**src/rtl/crh_pkg.sv**
```systemverilog
package crh_pkg;
  typedef enum logic [2:0] {
    PH_IDLE   = 3'd0,
    PH_DATA   = 3'd1,
    PH_LATCH  = 3'd2,
    PH_SETTLE = 3'd3,
    PH_PAD    = 3'd4
  } phase_e;
endpackage

```
**src/rtl/crh_sck_gen.sv**
```systemverilog
module crh_sck_gen #(
  parameter int HALF_CYC = 4
) (
  input  logic clk_i,
  input  logic rst_ni,
  input  logic run_i,
  output logic sck_o,
  output logic fall_o
);
  localparam int DIV_W = (HALF_CYC > 1) ? $clog2(HALF_CYC) : 1;

  logic [DIV_W-1:0] div_q;
  logic             sck_q;
  logic             wrap;

  assign wrap = (div_q == DIV_W'(HALF_CYC - 1));

  always_ff @(posedge clk_i or negedge rst_ni) begin
    if (!rst_ni) begin
      div_q <= '0;
      sck_q <= 1'b0;
    end else if (!run_i) begin
      div_q <= '0;
      sck_q <= 1'b0;
    end else if (wrap) begin
      div_q <= '0;
      sck_q <= ~sck_q;
    end else begin
      div_q <= div_q + 1'b1;
    end
  end

  // high-to-low transition happens at the coming edge
  assign fall_o = run_i & wrap & sck_q;
  assign sck_o  = sck_q;
endmodule

```
**src/rtl/crh_bit_cursor.sv**
```systemverilog
module crh_bit_cursor #(
  parameter int NUM_DEV  = 256,
  parameter int PKT_BITS = 224,
  parameter int DEV_W    = 8,
  parameter int BIT_W    = 8
) (
  input  logic             clk_i,
  input  logic             rst_ni,
  input  logic             load_i,
  input  logic             step_i,
  output logic [DEV_W-1:0] dev_o,
  output logic [BIT_W-1:0] bit_o
);
  logic [DEV_W-1:0] dev_q;
  logic [BIT_W-1:0] bit_q;

  // farthest device first, MSB first
  always_ff @(posedge clk_i or negedge rst_ni) begin
    if (!rst_ni) begin
      dev_q <= '0;
      bit_q <= '0;
    end else if (load_i) begin
      dev_q <= DEV_W'(NUM_DEV - 1);
      bit_q <= BIT_W'(PKT_BITS - 1);
    end else if (step_i) begin
      if (bit_q == '0) begin
        bit_q <= BIT_W'(PKT_BITS - 1);
        if (dev_q != '0) dev_q <= dev_q - 1'b1;
      end else begin
        bit_q <= bit_q - 1'b1;
      end
    end
  end

  assign dev_o = dev_q;
  assign bit_o = bit_q;
endmodule

```
**src/rtl/crh_wait_timer.sv**
```systemverilog
module crh_wait_timer #(
  parameter int TMR_W = 8
) (
  input  logic             clk_i,
  input  logic             rst_ni,
  input  logic             load_i,
  input  logic [TMR_W-1:0] val_i,
  output logic             zero_o
);
  logic [TMR_W-1:0] cnt_q;

  always_ff @(posedge clk_i or negedge rst_ni) begin
    if (!rst_ni)            cnt_q <= '0;
    else if (load_i)        cnt_q <= val_i;
    else if (cnt_q != '0)   cnt_q <= cnt_q - 1'b1;
  end

  assign zero_o = (cnt_q == '0);
endmodule

```
**src/rtl/crh_seq.sv**
```systemverilog
module crh_seq
  import crh_pkg::*;
#(
  parameter int NUM_DEV     = 256,
  parameter int PKT_BITS    = 224,
  parameter int PERIOD_CLKS = 65536,
  parameter int LATCH_CYC   = 80,
  parameter int SETTLE_CYC  = 140,
  parameter int TMR_W       = 8
) (
  input  logic             clk_i,
  input  logic             rst_ni,
  input  logic             start_i,
  input  logic             fall_i,
  input  logic             tmr_zero_i,
  output phase_e           phase_o,
  output logic             run_o,
  output logic             cur_load_o,
  output logic             cur_step_o,
  output logic             tmr_load_o,
  output logic [TMR_W-1:0] tmr_val_o,
  output logic             busy_o,
  output logic             done_o
);
  localparam int DATA_CLKS = NUM_DEV * PKT_BITS;
  localparam int PAD_CLKS  = PERIOD_CLKS - DATA_CLKS;
  localparam int PAD_LAST  = (PAD_CLKS > 0) ? PAD_CLKS - 1 : 0;
  localparam int CNT_W     = $clog2(PERIOD_CLKS + 1);

  phase_e           state_q, state_d;
  logic [CNT_W-1:0] cnt_q, cnt_d;
  logic             done_q, done_d;

  always_comb begin
    state_d    = state_q;
    cnt_d      = cnt_q;
    done_d     = 1'b0;
    cur_load_o = 1'b0;
    cur_step_o = 1'b0;
    tmr_load_o = 1'b0;
    tmr_val_o  = '0;
    unique case (state_q)
      PH_IDLE: begin
        if (start_i) begin
          state_d    = PH_DATA;
          cnt_d      = '0;
          cur_load_o = 1'b1;
        end
      end
      PH_DATA: begin
        if (fall_i) begin
          if (cnt_q == CNT_W'(DATA_CLKS - 1)) begin
            state_d    = PH_LATCH;
            cnt_d      = '0;
            tmr_load_o = 1'b1;
            tmr_val_o  = TMR_W'(LATCH_CYC);
          end else begin
            cnt_d      = cnt_q + 1'b1;
            cur_step_o = 1'b1;
          end
        end
      end
      PH_LATCH: begin
        if (tmr_zero_i) begin
          state_d    = PH_SETTLE;
          tmr_load_o = 1'b1;
          tmr_val_o  = TMR_W'(SETTLE_CYC);
        end
      end
      PH_SETTLE: begin
        if (tmr_zero_i) begin
          cnt_d = '0;
          if (PAD_CLKS > 0) begin
            state_d = PH_PAD;
          end else begin
            state_d = PH_IDLE;
            done_d  = 1'b1;
          end
        end
      end
      PH_PAD: begin
        if (fall_i) begin
          if (cnt_q == CNT_W'(PAD_LAST)) begin
            state_d = PH_IDLE;
            done_d  = 1'b1;
          end else begin
            cnt_d = cnt_q + 1'b1;
          end
        end
      end
      default: state_d = PH_IDLE;
    endcase
  end

  always_ff @(posedge clk_i or negedge rst_ni) begin
    if (!rst_ni) begin
      state_q <= PH_IDLE;
      cnt_q   <= '0;
      done_q  <= 1'b0;
    end else begin
      state_q <= state_d;
      cnt_q   <= cnt_d;
      done_q  <= done_d;
    end
  end

  assign phase_o = state_q;
  assign run_o   = (state_q == PH_DATA) || (state_q == PH_PAD);
  assign busy_o  = (state_q != PH_IDLE);
  assign done_o  = done_q;
endmodule

```
**src/rtl/chain_refresh_host.sv**
```systemverilog
module chain_refresh_host
  import crh_pkg::*;
#(
  parameter int NUM_DEV       = 256,
  parameter int PKT_BITS      = 224,
  parameter int PERIOD_CLKS   = 65536,
  parameter int HALF_CYC      = 4,
  parameter int LATCH_PERIODS = 10,
  parameter int SETTLE_CYC    = 140,
  localparam int DEV_W        = (NUM_DEV > 1) ? $clog2(NUM_DEV) : 1,
  localparam int BIT_W        = (PKT_BITS > 1) ? $clog2(PKT_BITS) : 1
) (
  input  logic             clk_i,
  input  logic             rst_ni,
  input  logic             start_i,
  output logic             busy_o,
  output logic             done_o,
  output logic [DEV_W-1:0] fb_dev_o,
  output logic [BIT_W-1:0] fb_bit_o,
  input  logic             fb_data_i,
  output logic             sck_o,
  output logic             sdo_o
);
  localparam int LATCH_CYC = LATCH_PERIODS * 2 * HALF_CYC;
  localparam int TMR_MAX   = (LATCH_CYC > SETTLE_CYC) ? LATCH_CYC : SETTLE_CYC;
  localparam int TMR_W     = $clog2(TMR_MAX + 1);

  phase_e           phase;
  logic             run, fall;
  logic             cur_load, cur_step;
  logic             tmr_load, tmr_zero;
  logic [TMR_W-1:0] tmr_val;

  crh_sck_gen #(.HALF_CYC(HALF_CYC)) u_sck (
    .clk_i  (clk_i),
    .rst_ni (rst_ni),
    .run_i  (run),
    .sck_o  (sck_o),
    .fall_o (fall)
  );

  crh_bit_cursor #(
    .NUM_DEV (NUM_DEV),
    .PKT_BITS(PKT_BITS),
    .DEV_W   (DEV_W),
    .BIT_W   (BIT_W)
  ) u_cur (
    .clk_i  (clk_i),
    .rst_ni (rst_ni),
    .load_i (cur_load),
    .step_i (cur_step),
    .dev_o  (fb_dev_o),
    .bit_o  (fb_bit_o)
  );

  crh_wait_timer #(.TMR_W(TMR_W)) u_tmr (
    .clk_i  (clk_i),
    .rst_ni (rst_ni),
    .load_i (tmr_load),
    .val_i  (tmr_val),
    .zero_o (tmr_zero)
  );

  crh_seq #(
    .NUM_DEV    (NUM_DEV),
    .PKT_BITS   (PKT_BITS),
    .PERIOD_CLKS(PERIOD_CLKS),
    .LATCH_CYC  (LATCH_CYC),
    .SETTLE_CYC (SETTLE_CYC),
    .TMR_W      (TMR_W)
  ) u_seq (
    .clk_i      (clk_i),
    .rst_ni     (rst_ni),
    .start_i    (start_i),
    .fall_i     (fall),
    .tmr_zero_i (tmr_zero),
    .phase_o    (phase),
    .run_o      (run),
    .cur_load_o (cur_load),
    .cur_step_o (cur_step),
    .tmr_load_o (tmr_load),
    .tmr_val_o  (tmr_val),
    .busy_o     (busy_o),
    .done_o     (done_o)
  );

  // cursor advances on the falling-edge cycle, so data moves with sck low
  assign sdo_o = (phase == PH_DATA) & fb_data_i;
endmodule

```
**config.mk**
```make
export PLATFORM = sky130hd
export DESIGN_NAME = chain_refresh_host
export DESIGN_NICKNAME = d
export VERILOG_FILES = /design/src/rtl/crh_pkg.sv /design/src/rtl/crh_sck_gen.sv /design/src/rtl/crh_bit_cursor.sv /design/src/rtl/crh_wait_timer.sv /design/src/rtl/crh_seq.sv /design/src/rtl/chain_refresh_host.sv
export SDC_FILE = /design/constraint.sdc
export NUM_CORES = 1
export LEC_CHECK = 0
export ABC_CLOCK_PERIOD_IN_PS = 5100
export BUFFER_PORTS_ARGS = -buffer_cell sky130_fd_sc_hd__buf_2
export CAP_MARGIN = 40
export CORE_MARGIN = 2
export CORE_UTILIZATION = 60
export DETAILED_ROUTE_END_ITERATION = 8
export PLACE_DENSITY = 0.87
export SLEW_MARGIN = 30
export SYNTH_ARGS = -nofsm -noshare
export SYNTH_HDL_FRONTEND = slang
export SYNTH_SLANG_ARGS = --single-unit
export TNS_END_PERCENT = 30
```
**constraint.sdc**
```tcl
create_clock -name clk_i -period 5.1 [get_ports clk_i]
set_input_delay 1.02 -clock clk_i [delete_from_list [all_inputs] [get_ports clk_i]]
set_output_delay 1.02 -clock clk_i [all_outputs]
set_load 0.02 [all_outputs]
```
==> out/results.ini, run 1 <==
[outcome]
status=finished, final reports clean

[final_layout]
area_growth_pct=8.36
fillCellCount=387
drive_above_1_share_pct=15.8
ff_latch_area_sq_um=1200
fin_util_pct=68.4
multiInputGateArea_sq_um=1660
final_nets=359
diodes=0

[global_route]
antenna_found_initial=0
grt_overflow=0
grt_max_degree=49
first_global_vias=2307
grt_pass1_wl_mm=10.5
grt_use_total_pct=23.9

[route]
dr.pass1.iters=4
routed_via_density=6.13
avgRoutedWirePerCell_microns=14.9
vias=2542
ant_nets=0
drc_errors=0
totalWireLength_mm=6.19
dr.first_iter.drc_count=194

[sta]
setup_violations=0
max-slew-margin-rel_pct=55.5
finalClockSkew_ns=0.0142
holdWs_ns=0.456
finalHoldViolCount=0
rsz0062_at_grt=false
fin_crit_sh_pct=50.9
drv_slew=0
tightest_slew_ns=0.663
fin_tns_setup_ns=0
fin_crit_ns=2.60
max_freq_mhz=385

[synthesis]
synth_common_cells=48 x dfrtp_1, 24 x nor2_1, 23 x a21oi_1
synth-seq-cells=48
synth-edff-count=0
ys.flop_type=dfrtp_1
yosysMostFrequentCell=dfrtp_1
synth.area.top_cells=dfrtp_1 40%, mux2i_1 4.3%, a21oi_1 3.8%
yosys_warnings=0
syn-num-nets=342
yosysSeqAreaShare_pct=39.7
netlist.top_cell.by_area=dfrtp_1
yosys.cell_types.count=58
netlist_instances=330
synth.cell_area_sq_um=3020
avgSynthCellArea_sq_um=9.16
synth_top_area_share_pct=39.7
synth-async-reset-ratio_pct=100

[worst_setup_path]
crit_path_start_kind=register
end_kind=register
path_max_fanout=13
crit_type=reg2reg
cp.required_ns=5.32
crit_arrival_ns=2.82

[clock_network]
clk_pin_slew_worst_paths_ns=0.09
numClockSinks=48
cts-buffers-inserted=5
htreeDepth=2
ctsHoldBuffers=0
cts_tree=done
clk_latency_ns=0.30
clock_path_buffers=2
root_buffer=clkbuf_8
cts.repair.resized=0
post_cts_buffers=0

[floorplan]
rows=25
die-area_sq_um=5620
die_w_microns=75.0
num_io_pins=24
die_h_microns=75.0
core_sq_um=4790
initial_utilization_pct=63.2

[flow_run]
cap_viol_max_count=0

[pwr]
peakVddDrop_uv=128
p_per_area_nw_per_um2=224
power.leakage_nw=1.37

[worst_hold_path]
hold_path.class=reg2reg

[placed_design]
numPortBuffers=23
globalplace.congestion=0.847
dp_hpwl_mm=4.39

## power breakdown
| part | internal, W | leakage, nW | switching, W |
|---|---|---|---|
| sequential | 0.000390 | 0.579 | 0.0000139 |
| clock | 0.000145 | 0.0541 | 0.000132 |
| combinational | 0.0000180 | 0.735 | 0.0000347 |
| total | 0.000553 | 1.37 | 0.000181 |
## logic make-up after synthesis
logic type | after synthesis | share of synthesized area (%)
muxes | 13 | 4.30
and+or+nand+nor | 147 | 28.9
adders and majority gates | 8 | 3.31
xor gates and xnor gates | 6 | 1.74
AOI/OAI and AO/OA | 76 | 16.6
buffers and inverters | 32 | 5.34
DFF | 48 | 39.7
## flip-flops by register name (all words and copies together) (netlist names)
| register | flops |
|---|---|
| u_cur.bit_o | 8 |
| u_cur.dev_o | 8 |
| u_sck.div_q | 2 |
| u_sck.sck_o | 1 |
| u_seq.cnt_q | 17 |
| u_seq.done_o | 1 |
| u_seq.phase_o | 3 |
| u_tmr.cnt_q | 8 |
## placed cells by master, fill, tap and decap left out, types with 2 or more instances in the layout
master	instances
and2_1	7
buf_2	22
dfrtp_1	48
nand3_1	21
nor2_1	24
o311ai_0	2
nor4_1	4
nor3_1	10
nand3_2	9
a211oi_1	3
o21ai_0	18
buf_8	2
o31a_1	2
nand2_1	20
a21oi_1	23
nand2b_1	3
a211oi_2	2
and4_1	5
or3_1	6
buf_4	2
or4_1	6
inv_1	15
ha_1	8
o31ai_1	6
o211ai_1	2
o32ai_1	2
or2_2	2
mux2i_1	13
and3_1	5
xnor2_1	6
a21o_1	4
nand3b_1	10
nand4_1	5
clkbuf_8	5
## per-layer routing
metal / vias to the layer above / track usage, % / routed length [microns]
met4: 0 / 6.75 / 29
li1: 1253 / - / -
met2: 47 / 40.1 / 3020
met3: 2 / 3.75 / 190
met5: - / 0 / 0
met1: 1240 / 32.1 / 2950
## worst max-delay path, cell delays in order, from the launching register on
cell and delay (ns):
dfrtp_1 0.42, inv_1 0.13, ha_1 0.22, or4b_4 0.50, nor3_2 0.35, nor2_1 0.11, clkbuf_4 0.21, a211oi_1 0.34
mux2i_1 0.24
## final timing paths
check / startpoint / endpoint / slack [ns] / depth (start not counted)
max: u_tmr.cnt_q[0]$_DFFE_PN0P_ / u_seq.cnt_q[10]$_DFFE_PN0P_ / 2.50 / 8
min: u_sck.div_q[0]$_DFF_PN0_ / u_sck.div_q[0]$_DFF_PN0_ / 0.46 / 1
max reg2reg: u_tmr.cnt_q[0]$_DFFE_PN0P_ / u_seq.cnt_q[10]$_DFFE_PN0P_ / 2.50 / 8
min reg2reg: u_sck.div_q[0]$_DFF_PN0_ / u_sck.div_q[0]$_DFF_PN0_ / 0.46 / 1
max in group asynchronous: rst_ni / u_seq.cnt_q[1]$_DFFE_PN0P_ / 3.98 / 1
min in group asynchronous: rst_ni / u_cur.bit_o[7]$_DFFE_PN0P_ / 0.71 / 1
## final cells by class
class | count | area share, %
Multi-Input combinational cell | 250 | 50.7
Sequential cell | 48 | 36.7
Timing Repair Buffer | 27 | 4.97
Tap cell | 67 | 2.56
Clock buffer | 5 | 2.10
Inverter | 15 | 1.72
Clock inverter | 3 | 1.30
## metrics by stage
step,total power [W],instance area [sq um],cells,worst slack [ns]
floorplan,0.000439,3020,330,2.61
global placement,0.000461,3120,404,1.93
detailed placement,0.000464,3160,406,2.26
CTS,0.000740,3270,414,2.51
global route,0.000766,3280,415,2.35
finish,0.000733,3280,415,2.50
Power figures use the tool's default switching activity.
==> run 2: changes to the inputs <==
--- a/config.mk
+++ b/config.mk
@@ -5,13 +5,13 @@
 export SDC_FILE = /design/constraint.sdc
 export NUM_CORES = 1
 export LEC_CHECK = 0
-export ABC_CLOCK_PERIOD_IN_PS = 5100
+export ABC_CLOCK_PERIOD_IN_PS = 2200
 export BUFFER_PORTS_ARGS = -buffer_cell sky130_fd_sc_hd__buf_2
 export CAP_MARGIN = 40
 export CORE_MARGIN = 2
-export CORE_UTILIZATION = 60
+export CORE_UTILIZATION = 54
 export DETAILED_ROUTE_END_ITERATION = 8
-export PLACE_DENSITY = 0.87
+export PLACE_DENSITY = 0.83
 export SLEW_MARGIN = 30
 export SYNTH_ARGS = -nofsm -noshare
 export SYNTH_HDL_FRONTEND = slang
==> constraint.sdc (replaced) <==
create_clock -name clk_i -period 2.2 [get_ports clk_i]
set_input_delay 0.44 -clock clk_i [delete_from_list [all_inputs] [get_ports clk_i]]
set_output_delay 0.44 -clock clk_i [all_outputs]
set_load 0.02 [all_outputs]
==> run 2 against run 1 <==
Global-route usage fell by 0.93 points. Clock skew fell by 0.0018 ns. Combinational power rose by 140%. Sequential share of layout area fell by 3.2 points. Worst setup slack got worse by 2.5 ns. Largest cell class unchanged.
==> out/results.ini, run 2 (same netlist as run 1, synthesis figures left out) <==
[sta]
max_freq_mhz=458  ; +19%
fin_crit_sh_pct=99.4  ; +48 points
rsz0062_at_grt=true
tightest_slew_ns=0.486  ; -0.177 ns
max-slew-margin-rel_pct=67.6  ; +12 points
finalHoldViolCount=0  ; unchanged
setup_violations=0  ; unchanged
holdWs_ns=0.0376  ; -0.419 ns
finalClockSkew_ns=0.0123  ; -0.00182 ns
drv_slew=0  ; unchanged
fin_crit_ns=2.19  ; -0.411 ns

[global_route]
grt_max_degree=35  ; -29%
grt_overflow=0  ; unchanged
grt_use_total_pct=23.0  ; -0.93 points
antenna_found_initial=0  ; unchanged
grt_pass1_wl_mm=11.5  ; +8.7%
first_global_vias=2503  ; +8.5%

[pwr]
p_per_area_nw_per_um2=474  ; +110%
peakVddDrop_uv=314  ; +150%
power.leakage_nw=1.52  ; +12%

[placed_design]
globalplace.congestion=0.904  ; +6.8%
numPortBuffers=23  ; unchanged
placed_cell_area_sq_um=3380  ; +7.2%
dp_hpwl_mm=4.82  ; +9.7%

[route]
drc_errors=0  ; unchanged
dr.first_iter.drc_count=187  ; -3.6%
routed_via_density=5.98  ; -2.4%
vias=2690  ; +5.8%
dr.pass1.iters=4  ; unchanged
ant_nets=0  ; unchanged
avgRoutedWirePerCell_microns=15.3  ; +2.7%
totalWireLength_mm=6.89  ; +11%

[floorplan]
die_h_microns=78.8  ; +5.1%
num_io_pins=24  ; unchanged
die-area_sq_um=6210  ; +11%
core_sq_um=5470  ; +14%
rows=27  ; +8.0%
initial_utilization_pct=55.2  ; -7.9 points
die_w_microns=78.8  ; +5.1%

[final_layout]
top_register=u_seq.cnt_q
final_nets=389  ; +8.4%
multiInputGateArea_sq_um=1740  ; +4.6%
fillCellCount=426  ; +10%
area_growth_pct=18.7
ff_latch_area_sq_um=1200  ; unchanged
final_common_cell=dfrtp_1
final_area_sq_um=3590  ; +9.5%
final_cell_mix=48 x dfrtp_1, 32 x buf_4, 23 x nor2_1, 23 x buf_2, 21 x nand3_1
largest_reg_flops=17  ; unchanged
drive_above_1_share_pct=25.7  ; +9.9 points
diodes=0  ; unchanged

[clock_network]
clk_pin_slew_worst_paths_ns=0.09  ; about the same
cts-buffers-inserted=5  ; unchanged
root_buffer=clkbuf_8
clk_latency_ns=0.31  ; about the same
clock_path_buffers=2  ; unchanged
numClockSinks=48  ; unchanged
cts_tree=done
htreeDepth=2  ; unchanged

[worst_setup_path]
crit_path_start_kind=register
crit_arrival_ns=2.43  ; -0.39 ns
ff2ff_setup_slack_ns=0.01  ; -2.49 ns
cp.required_ns=2.44  ; -2.88 ns
end_kind=register
r2r-end=u_seq.cnt_q[0]$_DFFE_PN0P_
reg2reg_depth=9  ; +1
timing.rr.start=u_tmr.cnt_q[1]$_DFFE_PN0P_
crit_type=reg2reg
path_max_fanout=13  ; unchanged

[flow_run]
cap_viol_max_count=0  ; unchanged

[worst_hold_path]
hold_path.class=in2async

[outcome]
status=finished, final reports clean

-- run 2: cell count changes in the layout (fill, tap and decap cells not counted), sizes merged --
cell,before,now
clkinvlp,1,0
buf,26,57
-- run 2: area by class of cell --
class,instances,area share (%)
repair buffers,57,11.0
flip-flops and latches,48,33.5
inverters,15,1.57
multi-input cells,250,48.4
clock inverters,2,0.977
well taps,72,2.51
clock buffers,6,2.02
-- run 2: worst max-delay path: stages (launching register included) --
cell,delay (ns)
dfrtp_1,0.39
inv_2,0.08
ha_4,0.13
or4b_4,0.49
nor3_4,0.28
buf_4,0.18
nor2_4,0.07
buf_4,0.15
a211oi_1,0.23
a21o_1,0.11
-- run 2: timing repair --
action,in CTS,in global routing
resized for setup,2,14
hold buffers,0,0
pin swaps,1,6
endpoints found under the setup margin,14,7
buffers inserted,0,3
-- run 2: how the worst max path moves through the flow --
stage | start | end | slack (ns) | cells past startpoint
2_1_floorplan | u_tmr.cnt_q[1]$_DFFE_PN0P_ | u_seq.cnt_q[10]$_DFFE_PN0P_ | 0.001 | 10
3_3_place_gp | u_tmr.cnt_q[1]$_DFFE_PN0P_ | u_seq.cnt_q[7]$_DFFE_PN0P_ | -0.04 | 7
3_5_place_dp | u_tmr.cnt_q[1]$_DFFE_PN0P_ | u_seq.cnt_q[10]$_DFFE_PN0P_ | -0.07 | 7
4_1_cts | u_tmr.cnt_q[1]$_DFFE_PN0P_ | u_seq.cnt_q[14]$_DFFE_PN0P_ | 0.005 | 7
5_1_grt | u_tmr.cnt_q[0]$_DFFE_PN0P_ | u_seq.cnt_q[10]$_DFFE_PN0P_ | -0.06 | 8
6_report | u_tmr.cnt_q[1]$_DFFE_PN0P_ | u_seq.cnt_q[0]$_DFFE_PN0P_ | 0.01 | 9
-- run 2: report_power, final --
| group | switching, W | internal (W) | total (W) |
|---|---|---|---|
| combinational | 0.0000822 | 0.0000447 | 0.000127 |
| clock | 0.000300 | 0.000338 | 0.000638 |
| sequential | 0.0000313 | 0.000903 | 0.000934 |
| total | 0.000414 | 0.00129 | 0.00170 |
-- run 2: stage by stage --
step | setup WS (ns) | instances | power [W] | util (%) | TNS (ns)
5_1_grt | -0.0645 | 450 | 0.00177 | 65.5 | -0.312
3_5_place_dp | -0.0700 | 439 | 0.00108 | 61.8 | -0.336
2_1_floorplan | 0.00142 | 330 | 0.00102 | - | 0
6_report | 0.0142 | 450 | 0.00170 | 65.5 | 0
4_1_cts | 0.00466 | 447 | 0.00172 | 63.9 | 0
3_3_place_gp | -0.0402 | 439 | 0.00108 | 61.8 | -0.0951
-- run 2: per-layer routing --
| metal | vias up | global-route usage [%] | part of all wire, % |
|---|---|---|---|
| li1 | 1317 | - | - |
| met1 | 1298 | 29.5 | 45 |
| met2 | 63 | 39.1 | 50 |
| met3 | 12 | 4.66 | 3.5 |
| met4 | 0 | 7.07 | 1.3 |
| met5 | - | 0 | 0 |
